`config.mk`:
```
export PLATFORM = sky130hd
export DESIGN_NAME = res_packer
export DESIGN_NICKNAME = d
export VERILOG_FILES = /design/src/rtl/res_pack_pkg.sv /design/src/rtl/res_pack_flow.sv /design/src/rtl/res_pack_mark.sv /design/src/rtl/res_pack_stage.sv /design/src/rtl/res_packer.sv
export SDC_FILE = /design/constraint.sdc
export NUM_CORES = 1
export LEC_CHECK = 0
export BUFFER_PORTS_ARGS = -buffer_cell sky130_fd_sc_hd__buf_2
export CAP_MARGIN = 5
export CORE_MARGIN = 2
export CORE_UTILIZATION = 54
export DETAILED_ROUTE_END_ITERATION = 7
export GPL_ROUTABILITY_DRIVEN = 0
export PLACE_DENSITY = 0.76
export SLEW_MARGIN = 20
export SYNTH_ARGS = -nofsm -noshare
export SYNTH_HDL_FRONTEND = slang
export SYNTH_HIERARCHICAL = 1
export SYNTH_SLANG_ARGS = --single-unit
```
`constraint.sdc`:
```
create_clock -name clk -period 3.1 [get_ports clk]
set_clock_uncertainty 0.05 [all_clocks]
set_input_delay 0.31 -clock clk [delete_from_list [all_inputs] [get_ports clk]]
set_output_delay 0.31 -clock clk [all_outputs]
set_load 0.05 [all_outputs]
```
`src/rtl/res_pack_pkg.sv`:
```
// Shared definitions for the result byte packer.
// Assumes: chain depth of at least 3 so that a flow history exists.
package res_pack_pkg;

    localparam int unsigned DEF_WIDTH = 8;
    localparam int unsigned DEF_DEPTH = 4;

    // Selects whether a chain register loads its predecessor or keeps its byte.
    typedef enum logic {
        ST_PASS = 1'b0,
        ST_KEEP = 1'b1
    } stage_mode_e;

    // Width of a counter that must hold values 0..depth-1.
    function automatic int unsigned cnt_bits(input int unsigned depth);
        return (depth < 3) ? 1 : $clog2(depth);
    endfunction

endpackage

```
`src/rtl/res_pack_flow.sv`:
```
// Flow tracker: keeps the last DEPTH-2 flow samples and works out, for each
// chain register, whether the current run of zeros is long enough to freeze
// it. The last register freezes on the first zero and the second register
// only on the (DEPTH-1)-th. It also flags the clock that starts the output
// burst.
// Assumes: DEPTH >= 3; history resets to ones so no zero run is pending.
module res_pack_flow #(
    parameter int unsigned DEPTH = res_pack_pkg::DEF_DEPTH
) (
    input  logic             clk,
    input  logic             rst_n,
    input  logic             en,
    input  logic             flow_in,
    output logic [DEPTH-1:0] hold_o,
    output logic             drain_go
);

    localparam int unsigned HIST_W = DEPTH - 2;

    logic [HIST_W-1:0] hist;
    logic [HIST_W:0]   zero_run;

    // Shift the flow bit into the history on every enabled clock.
    always_ff @(posedge clk) begin
        if (!rst_n) begin
            hist <= '1;
        end else if (en) begin
            hist[0] <= flow_in;
            for (int j = 1; j < int'(HIST_W); j++) begin
                hist[j] <= hist[j-1];
            end
        end
    end

    // zero_run[m]: flow was 0 now and on the m enabled clocks before.
    assign zero_run[0] = !flow_in;

    genvar m;
    generate
        for (m = 1; m <= int'(HIST_W); m++) begin : g_run
            assign zero_run[m] = zero_run[m-1] & !hist[m-1];
        end
    endgenerate

    // Register k (1-based) keeps its byte once the zero run spans DEPTH-k+1 clocks.
    assign hold_o[0] = 1'b0;

    genvar k;
    generate
        for (k = 1; k < int'(DEPTH); k++) begin : g_hold
            assign hold_o[k] = zero_run[DEPTH-1-k];
        end
    endgenerate

    // The longest run is the one that completes the packing.
    assign drain_go = en & zero_run[HIST_W];

endmodule

```
`src/rtl/res_pack_mark.sv`:
```
// Burst marker: raises the valid flag on the edge that completes packing and
// keeps it up for DEPTH enabled clocks while the packed bytes leave.
// Assumes: drain_go is only pulsed once per packed operation.
module res_pack_mark #(
    parameter int unsigned DEPTH = res_pack_pkg::DEF_DEPTH
) (
    input  logic clk,
    input  logic rst_n,
    input  logic en,
    input  logic drain_go,
    output logic vld
);

    localparam int unsigned CW = res_pack_pkg::cnt_bits(DEPTH);

    logic [CW-1:0] left;

    // Count down the bytes still to leave after the first packed one.
    always_ff @(posedge clk) begin
        if (!rst_n) begin
            left <= '0;
            vld  <= 1'b0;
        end else if (en) begin
            if (drain_go) begin
                left <= CW'(DEPTH - 1);
                vld  <= 1'b1;
            end else if (left != '0) begin
                left <= left - 1'b1;
                vld  <= 1'b1;
            end else begin
                vld  <= 1'b0;
            end
        end
    end

endmodule

```
`src/rtl/res_pack_stage.sv`:
```
// One byte register of the packing chain. The head register always loads the
// incoming byte. Every later register has a 2:1 choice between its
// predecessor and its own byte.
// Assumes: hold is only raised for non-head registers.
module res_pack_stage #(
    parameter int unsigned WIDTH = res_pack_pkg::DEF_WIDTH,
    parameter bit          FIRST = 1'b0
) (
    input  logic             clk,
    input  logic             rst_n,
    input  logic             en,
    input  logic             hold,
    input  logic [WIDTH-1:0] d_new,
    output logic [WIDTH-1:0] q
);

    import res_pack_pkg::*;

    stage_mode_e      mode;
    logic [WIDTH-1:0] nxt;

    assign mode = (!FIRST && hold) ? ST_KEEP : ST_PASS;

    // Pick the next byte for this register.
    always_comb begin
        case (mode)
            ST_KEEP: nxt = q;
            default: nxt = d_new;
        endcase
    end

    // Store the selected byte on enabled clocks.
    always_ff @(posedge clk) begin
        if (!rst_n) begin
            q <= '0;
        end else if (en) begin
            q <= nxt;
        end
    end

endmodule

```
`src/rtl/res_packer.sv`:
```
// Top of the result byte packer. It has a chain of DEPTH byte registers, a
// flow tracker that freezes the tail of the chain during a zero run, and a
// burst marker for the packed output.
// Assumes: sparse bytes arrive every second clock and the flow bit follows
// the pattern in the brief.
module res_packer #(
    parameter int unsigned WIDTH = res_pack_pkg::DEF_WIDTH,
    parameter int unsigned DEPTH = res_pack_pkg::DEF_DEPTH
) (
    input  logic             clk,
    input  logic             rst_n,
    input  logic             en,
    input  logic             flow_in,
    input  logic [WIDTH-1:0] res_in,
    output logic [WIDTH-1:0] pack_out,
    output logic             pack_vld
);

    logic [DEPTH:0][WIDTH-1:0] chain;
    logic [DEPTH-1:0]          hold;
    logic                      drain_go;

    assign chain[0] = res_in;

    res_pack_flow #(.DEPTH(DEPTH)) u_flow (
        .clk      (clk),
        .rst_n    (rst_n),
        .en       (en),
        .flow_in  (flow_in),
        .hold_o   (hold),
        .drain_go (drain_go)
    );

    genvar g;
    generate
        for (g = 0; g < int'(DEPTH); g++) begin : g_stage
            res_pack_stage #(
                .WIDTH (WIDTH),
                .FIRST (g == 0)
            ) u_stage (
                .clk   (clk),
                .rst_n (rst_n),
                .en    (en),
                .hold  (hold[g]),
                .d_new (chain[g]),
                .q     (chain[g+1])
            );
        end
    endgenerate

    res_pack_mark #(.DEPTH(DEPTH)) u_mark (
        .clk      (clk),
        .rst_n    (rst_n),
        .en       (en),
        .drain_go (drain_go),
        .vld      (pack_vld)
    );

    assign pack_out = chain[DEPTH];

endmodule

```
; Word-level counts from Yosys, hierarchy flattened
; Cells that the tools add are included.
[word_totals]
latchBits = 0
out_inout_bits = 9
wordCells = 28
mem_bits_ro = 0
mem_bits_rw = 0
mem_count = 0
input_bits = 12
ff_bits = 37
[classes]
n_mux = 6
shifts = 0
div_mod_pow = 0
reduce_logical = 9
add_sub_neg = 1
eq_ne = 0
mul = 0
order_cmp = 0
n_bitwise = 5
[op_table]
columns = cell, n
row1 = AND reduction 2 bit, 4
row2 = two-way mux 1 bit, 4
row3 = two-way mux 2 bit, 2
row4 = nonzero test 2 bit, 2
row5 = AND 1 bit, 3
row6 = logical NOT 1 bit, 3
row7 = NOT 1 bit, 2
row8 = "subtractor 2 x 1 -> 2 bit, second input constant", 1

; Longest topological paths before layout
; Gate-level depths: netlist of run 1.
[depth]
depth_word = 6
mapped_depth = 5

; Hierarchy
; The synthesis of run 1 kept the hierarchy.
[by_module_without_submodules]
columns = mod, instances, cells_each, seq_area_each_um2, area_each_um2
row1 = res_pack_stage at g_stage[1].u_stage ..., 3, 36, 160.2, 330.3
row2 = res_pack_stage at g_stage[0].u_stage, 1, 25, 160.2, 301.5
row3 = res_pack_mark, 1, 15, 60.1, 138.9
row4 = res_pack_flow, 1, 12, 40.0, 102.6

; Worst setup path before layout of run 1
; OpenSTA, ideal clock, no wires.
[synth_timing]
path_kind = register to register
start = reg u_flow.hist[0]
end = reg u_mark.left[0]
arrival_ns = 0.969
stages_incl_launch_ff = 6
n_path_buf = 0
t_required_ns = 2.964
slack_ns = 1.995
path_cell_list = dfxtp_1 -> nor3_2 -> and2_1 -> nand2b_2 -> a21oi_1 -> a211oi_1
[synth_via]
elab_chain_len = 6
word_cells_on_any_way = 7
cone_classes = mux (1) / bitwise (3) / reduce/logical (3)
[synth_lines]
columns = element, line_no
row1 = start: declaration, res_pack_flow.sv:20  ; logic [HIST_W-1:0] hist;
row2 = start signal: assignment, res_pack_flow.sv:28  ; hist[0] <= flow_in;
row3 = start signal: indexed assignment, res_pack_flow.sv:30  ; hist[j] <= hist[j-1];
row4 = logical NOT 1 bit (*), res_pack_flow.sv:41  ; assign zero_run[m] = zero_run[m-1] & !hist[m-1];
row5 = AND 1 bit (*) (2 in a row), res_pack_flow.sv:41
row6 = via hold[1], res_packer.sv:20  ; logic [DEPTH-1:0] hold;
row7 = AND 1 bit (*), res_pack_flow.sv:56  ; assign drain_go = en & zero_run[HIST_W];
row8 = via drain_go, res_packer.sv:21  ; logic drain_go;
row9 = nonzero test 2 bit (no source line), -
row10 = AND reduction 2 bit (no source line), -
row11 = end signal: assignment, res_pack_mark.sv:25  ; left <= CW'(DEPTH - 1);
row12 = end signal: assignment, res_pack_mark.sv:28  ; left <= left - 1'b1;
row13 = end: declaration, res_pack_mark.sv:16  ; logic [CW-1:0] left;
; Mark *: on every way through the listed nets, which the timed path passes. The rest lies on a longest branch.
; A chain may end at the register's enable or synchronous reset.

; Worst setup path in the final report of run 1
[layout_timing]
start = reg u_flow.hist[0]
end = reg g_stage[1].u_stage.q[3]
[layout_via]
elab_chain_len = 6
[layout_lines]
columns = element, line_no
row1 = logical NOT 1 bit, res_pack_flow.sv:41
row2 = AND 1 bit (2 in a row), res_pack_flow.sv:41
row3 = via hold[1], res_packer.sv:20
row4 = two-way mux 1 bit, res_pack_stage.sv:22  ; assign mode = (!FIRST && hold) ? ST_KEEP : ST_PASS;
row5 = NOT 1 bit (no source line), -
row6 = AND reduction 2 bit (no source line), -
row7 = end signal: assignment, res_pack_stage.sv:37  ; q <= nxt;
row8 = end: declaration, res_pack_stage.sv:14  ; output logic [WIDTH-1:0] q
; The timed path passes the listed nets, and every way through them passes these cells.

==> flow_summary.toml, run 1 <==
[logic_synthesis]
synth_cells = 158
syn-num-nets = 171
syn-cell-area_um2 = 1520
ys_warn_count = 6
avgSynthCellArea_um2 = 9.64

[floorplanning]
die_x_um = 57.1
die_y_um = 57.1
ios = 21
die-area_um2 = 3260
num_rows = 19
start_util_pct = 56.2
core_area_um2 = 2710

[drt]
antenna_left = 0
firstDrtPassIters = 5
detail_route.vias_per_cell = 4.94
drtIter0Drc = 54
drt-total-wl_um = 2510
vias = 1023
drc = 0
wire_per_inst_um = 12.1

[clock_network]
cts_resized = 0
clockRootBuffer = "clkbuf_4"
clock_sinks = 37
clock_latency_ns = 0.34
hold_buffers = 0
cts_made_buffers = 5
clockBufferDepth = 2
cts_max_level = 2
post_cts_buffers = 0
cts_tree = "built"
cts.clk_slew.worst_paths_ns = 0.11

[finish]
area_growth_pct = 9.53
final_cell_area_um2 = 1670
ff_latch_area_um2 = 741
layout-drive-gt1-share_pct = 17.0
num_antenna_cells = 0
multiInputGateArea_um2 = 684
fillers = 252
fin_util_pct = 61.5
finalNetCount = 188

[worst_setup_path]
r2r-start = "u_flow/hist[0]"
r2r_end = "g_stage[1].u_stage/q[3]"
worst-path-max-fanout = 8
crit_type = "reg2reg"
worstPathArrival_ns = 1.75
critPathCaptureType = "flip-flop"
rrSetupSlack_ns = 1.56
ff2ff_path_depth = 3
critPathLaunchType = "flip-flop"
cp.required_ns = 3.31

[global_routing]
grt_pass1_wl_um = 4330
grt_pass1_vias = 977
antenna_found_initial = 0
grt_use_total_pct = 17.3
grt_start_max_net_pins = 60
grt_remaining_overflow = 0

[timing]
min_period_ns = 1.54
relSlewSlack_pct = 40.6
timing.fmax_mhz = 649
finalSetupViolations = 0
finalMaxSlewViolations = 0
grt_setup_unrepaired = "no"
fin_setup_tns_ns = 0
hold_viol_final = 0
fin_hold_ws_ns = 0.183
worst_pin_slew_ns = 0.891
period_share_pct = 49.7

[pwr]
p_leak_uw = 0.000712
power_uw = 934
powerDensity_nw_per_um2 = 560
max-vdd-ir-drop_v = 0.000485

[placement]
hpwl_um = 1750
portBuffers = 20
place_area_um2 = 1580

[worst_hold_path]
min_path_cells = 3
hold_path.startpoint = "res_in[1]"
hp-class = "in2reg"
holdPathEnd = "g_stage[0].u_stage/q[1]"

[flow_run]
maxCapViolations = 0

[outcome]
status = "finished, final reports clean"
## cell usage in the layout, fill, tap and decap left out, drive strengths merged
cell type and instances:
nor2 2, inv 4, buf 20, nand2 50
clkinvlp 1, nand2b 1, mux2i 35, nor2b 11
ha 1, and2 1, nor3b 1, clkbuf 6
nor3 1, bufinv 1, a21oi 2, dfxtp 37
a211oi 2
## layout make-up
type	count	area share (%)
Inverter	4	0.900
Clock buffer	6	3.08
Timing Repair Buffer	20	6.00
Multi-Input combinational cell	107	41.0
Tap cell	31	2.33
Sequential cell	37	44.4
Clock inverter	2	2.25
## per-stage QoR
stage,setup slack (ns),instances
finish,1.56,207
floorplan,2.00,158
global placement,1.33,199
global route,1.37,207
CTS,1.54,207
detailed placement,1.28,199
## where the power goes
part	total [µW]	switching (µW)	internal, µW
Clock	347	155	192
Combinational	85.0	49.8	35.1
Sequential	502	9.52	492
## registers in the layout, indices dropped and copies added (netlist names)
name	count
u_flow/hist	2
g_stage.u_stage/q	32
u_mark/vld	1
u_mark/left	2
## worst max-delay path, stage by stage, from the launching register on
cell and delay, ns:
dfxtp_1 0.41, nor3_2 0.07, nor2b_1 0.66, mux2i_1 0.27
## how the worst max path moves through the flow
stage | startpoint | end | slack [ns] | cells past startpoint
after floorplan | u_flow/hist[0] | u_mark/left[0] | 2.00 | 5
after global placement | en | g_stage[3].u_stage/q[6] | 1.33 | 3
after detailed placement | en | g_stage[1].u_stage/q[0] | 1.28 | 3
after CTS | u_flow/hist[0] | g_stage[2].u_stage/q[5] | 1.54 | 3
after global routing | u_flow/hist[0] | g_stage[2].u_stage/q[5] | 1.37 | 3
final | u_flow/hist[0] | g_stage[1].u_stage/q[3] | 1.56 | 3
## routing by layer
| metal | part of all wire, % | vias up | track usage, % |
|---|---|---|---|
| met3 | 5.0 | 6 | 6.35 |
| li1 | - | 541 | - |
| met2 | 47 | 23 | 27.3 |
| met5 | 0 | - | 0 |
| met4 | 1.8 | 0 | 5.98 |
| met1 | 46 | 453 | 22.0 |
(Power assumes the default switching activity.)
==> inputs of run 2 (changes only) <==
==> constraint.sdc (replaced) <==
create_clock -name clk -period 1.6 [get_ports clk]
set_clock_uncertainty 0.05 [all_clocks]
set_input_delay 0.16 -clock clk [delete_from_list [all_inputs] [get_ports clk]]
set_output_delay 0.16 -clock clk [all_outputs]
set_load 0.05 [all_outputs]
==> run 2 against run 1 <==
  * Utilization increased by 2.2 points
  * Count of clock-buffer cells in the layout stayed put
  * Maximum frequency rose by 20%
  * Clock power grew 93%
  * Largest cell class unchanged
  * Largest power group unchanged
==> flow_summary.toml, run 2 (same netlist as run 1, synthesis figures left out) <==
[outcome]
status = "finished, final reports clean"

[global_routing]
grt_remaining_overflow = 0
grt_start_max_net_pins = 34
antenna_found_initial = 0
grt_pass1_vias = 1034
grt_use_total_pct = 17.4
grt_pass1_wl_um = 4310

[finish]
final_cell_area_um2 = 1730
final_common_cell = "nand2_1"
layout-drive-gt1-share_pct = 19.2
finalNetCount = 194
final_cell_mix = "nand2_1, dfxtp_1, mux2i_1"
num_antenna_cells = 0
largest_register = "g_stage.u_stage/q"
reg_top3 = "g_stage.u_stage/q x32, u_flow/hist x2, u_mark/left x2"
area_growth_pct = 13.5
largest_reg_flops = 32

[timing]
finalMaxSlewViolations = 0
timing.fmax_mhz = 778
grt_setup_unrepaired = "no"
fin_setup_tns_ns = 0
min_period_ns = 1.28
finalSetupViolations = 0
relSlewSlack_pct = 69.8
worst_pin_slew_ns = 0.453
period_share_pct = 80.3
hold_viol_final = 0

[worst_setup_path]
rrSetupSlack_ns = 0.32
worstPathArrival_ns = 1.47
worst-path-max-fanout = 4
crit_type = "reg2reg"
endpoint = "u_mark/left[0]"
critPathSlowestCell = "dfxtp_1"
critical_path.startpoint = "u_flow/hist[0]"
r2r-start = "u_flow/hist[0]"
cp.required_ns = 1.79
critPathCaptureType = "flip-flop"
r2r_end = "u_mark/left[0]"
cpPeakStageDelay_ns = 0.35
path_cells = "nor3_2, and2_1, nand2b_2, a21oi_1, a211oi_1"
critPathLaunchType = "flip-flop"
ff2ff_path_depth = 5

[clock_network]
cts_max_level = 2
clockRootBuffer = "clkbuf_4"
clockBufferDepth = 2
post_cts_buffers = 0
cts_tree = "built"
cts_resized = 0
cts_made_buffers = 5
cts.clk_slew.worst_paths_ns = 0.11
clock_sinks = 37
clock_latency_ns = 0.33
hold_buffers = 0

[drt]
drc = 0
drtIter0Drc = 19
detail_route.vias_per_cell = 5.01
drt-total-wl_um = 2450
vias = 1067
firstDrtPassIters = 4
wire_per_inst_um = 11.5
antenna_left = 0

[worst_hold_path]
hp-class = "in2reg"

[pwr]
p_leak_uw = 0.000745
powerDensity_nw_per_um2 = 1050
power_uw = 1820
max-vdd-ir-drop_v = 0.000904

[floorplanning]
core_area_um2 = 2710
start_util_pct = 56.2
die-area_um2 = 3260
die_y_um = 57.1
num_rows = 19
ios = 21
die_x_um = 57.1

[placement]
portBuffers = 20
place_area_um2 = 1630
hpwl_um = 1770

[flow_run]
maxCapViolations = 0
run 2: cell count changes in the layout (fill, tap and decap cells not counted), sizes merged:
cell	change
buf	+5
dlygate4sd3	+1
run 2: report_power, final:
part           switching [µW]  internal (µW)
Clock                     297            371
Sequential               19.5            954
Combinational            96.7           79.4
run 2: stage by stage:
stage | setup slack (ns) | utilization (%) | hold slack (ns) | std cells
after global routing | 0.199 | 63.8 | 0.0202 | 213
after CTS | 0.319 | 63.4 | 0.00645 | 212
after global placement | 0.464 | 60.1 | 0.367 | 204
after floorplan | 0.495 | - | 0.172 | 158
final | 0.315 | 63.8 | 0.0294 | 213
after detailed placement | 0.335 | 60.1 | 0.376 | 204
run 2: routing by layer:
metal	routed length, µm	share of wire [%]	global-route usage, %	vias to the layer above
li1	-	-	-	554
met1	1070	44	19.7	471
met2	1180	48	28.9	36
met3	152	6.2	5.44	6
met4	45	1.8	9.97	0
met5	0	0	0	-
run 2: cell type report:
class / instances / area, µm²
fill: 247 / 982
sequential: 37 / 741
multi-input combinational: 107 / 684
timing repair buffer: 26 / 160
clock buffer: 6 / 51.3
tap: 31 / 38.8
clock inverter: 2 / 37.5
inverter: 4 / 15.0
run 2: how the worst min path moves through the flow:
stage	start	end	slack, ns	cells after the start
2_1_floorplan	rst_n	u_flow/hist[0]	0.17	1
3_3_place_gp	res_in[4]	g_stage[0].u_stage/q[4]	0.37	3
3_5_place_dp	res_in[7]	g_stage[0].u_stage/q[7]	0.38	3
4_1_cts	res_in[7]	g_stage[0].u_stage/q[7]	0.006	3
5_1_grt	res_in[2]	g_stage[0].u_stage/q[2]	0.02	3
6_report	res_in[7]	g_stage[0].u_stage/q[7]	0.03	3
run 2: worst max-delay path: cells and delay by family (launching register included):
kind,cells,cell delay (ns)
AOI/OAI and AO/OA,2,0.33
DFF,1,0.35
and+or+nand+nor,3,0.46
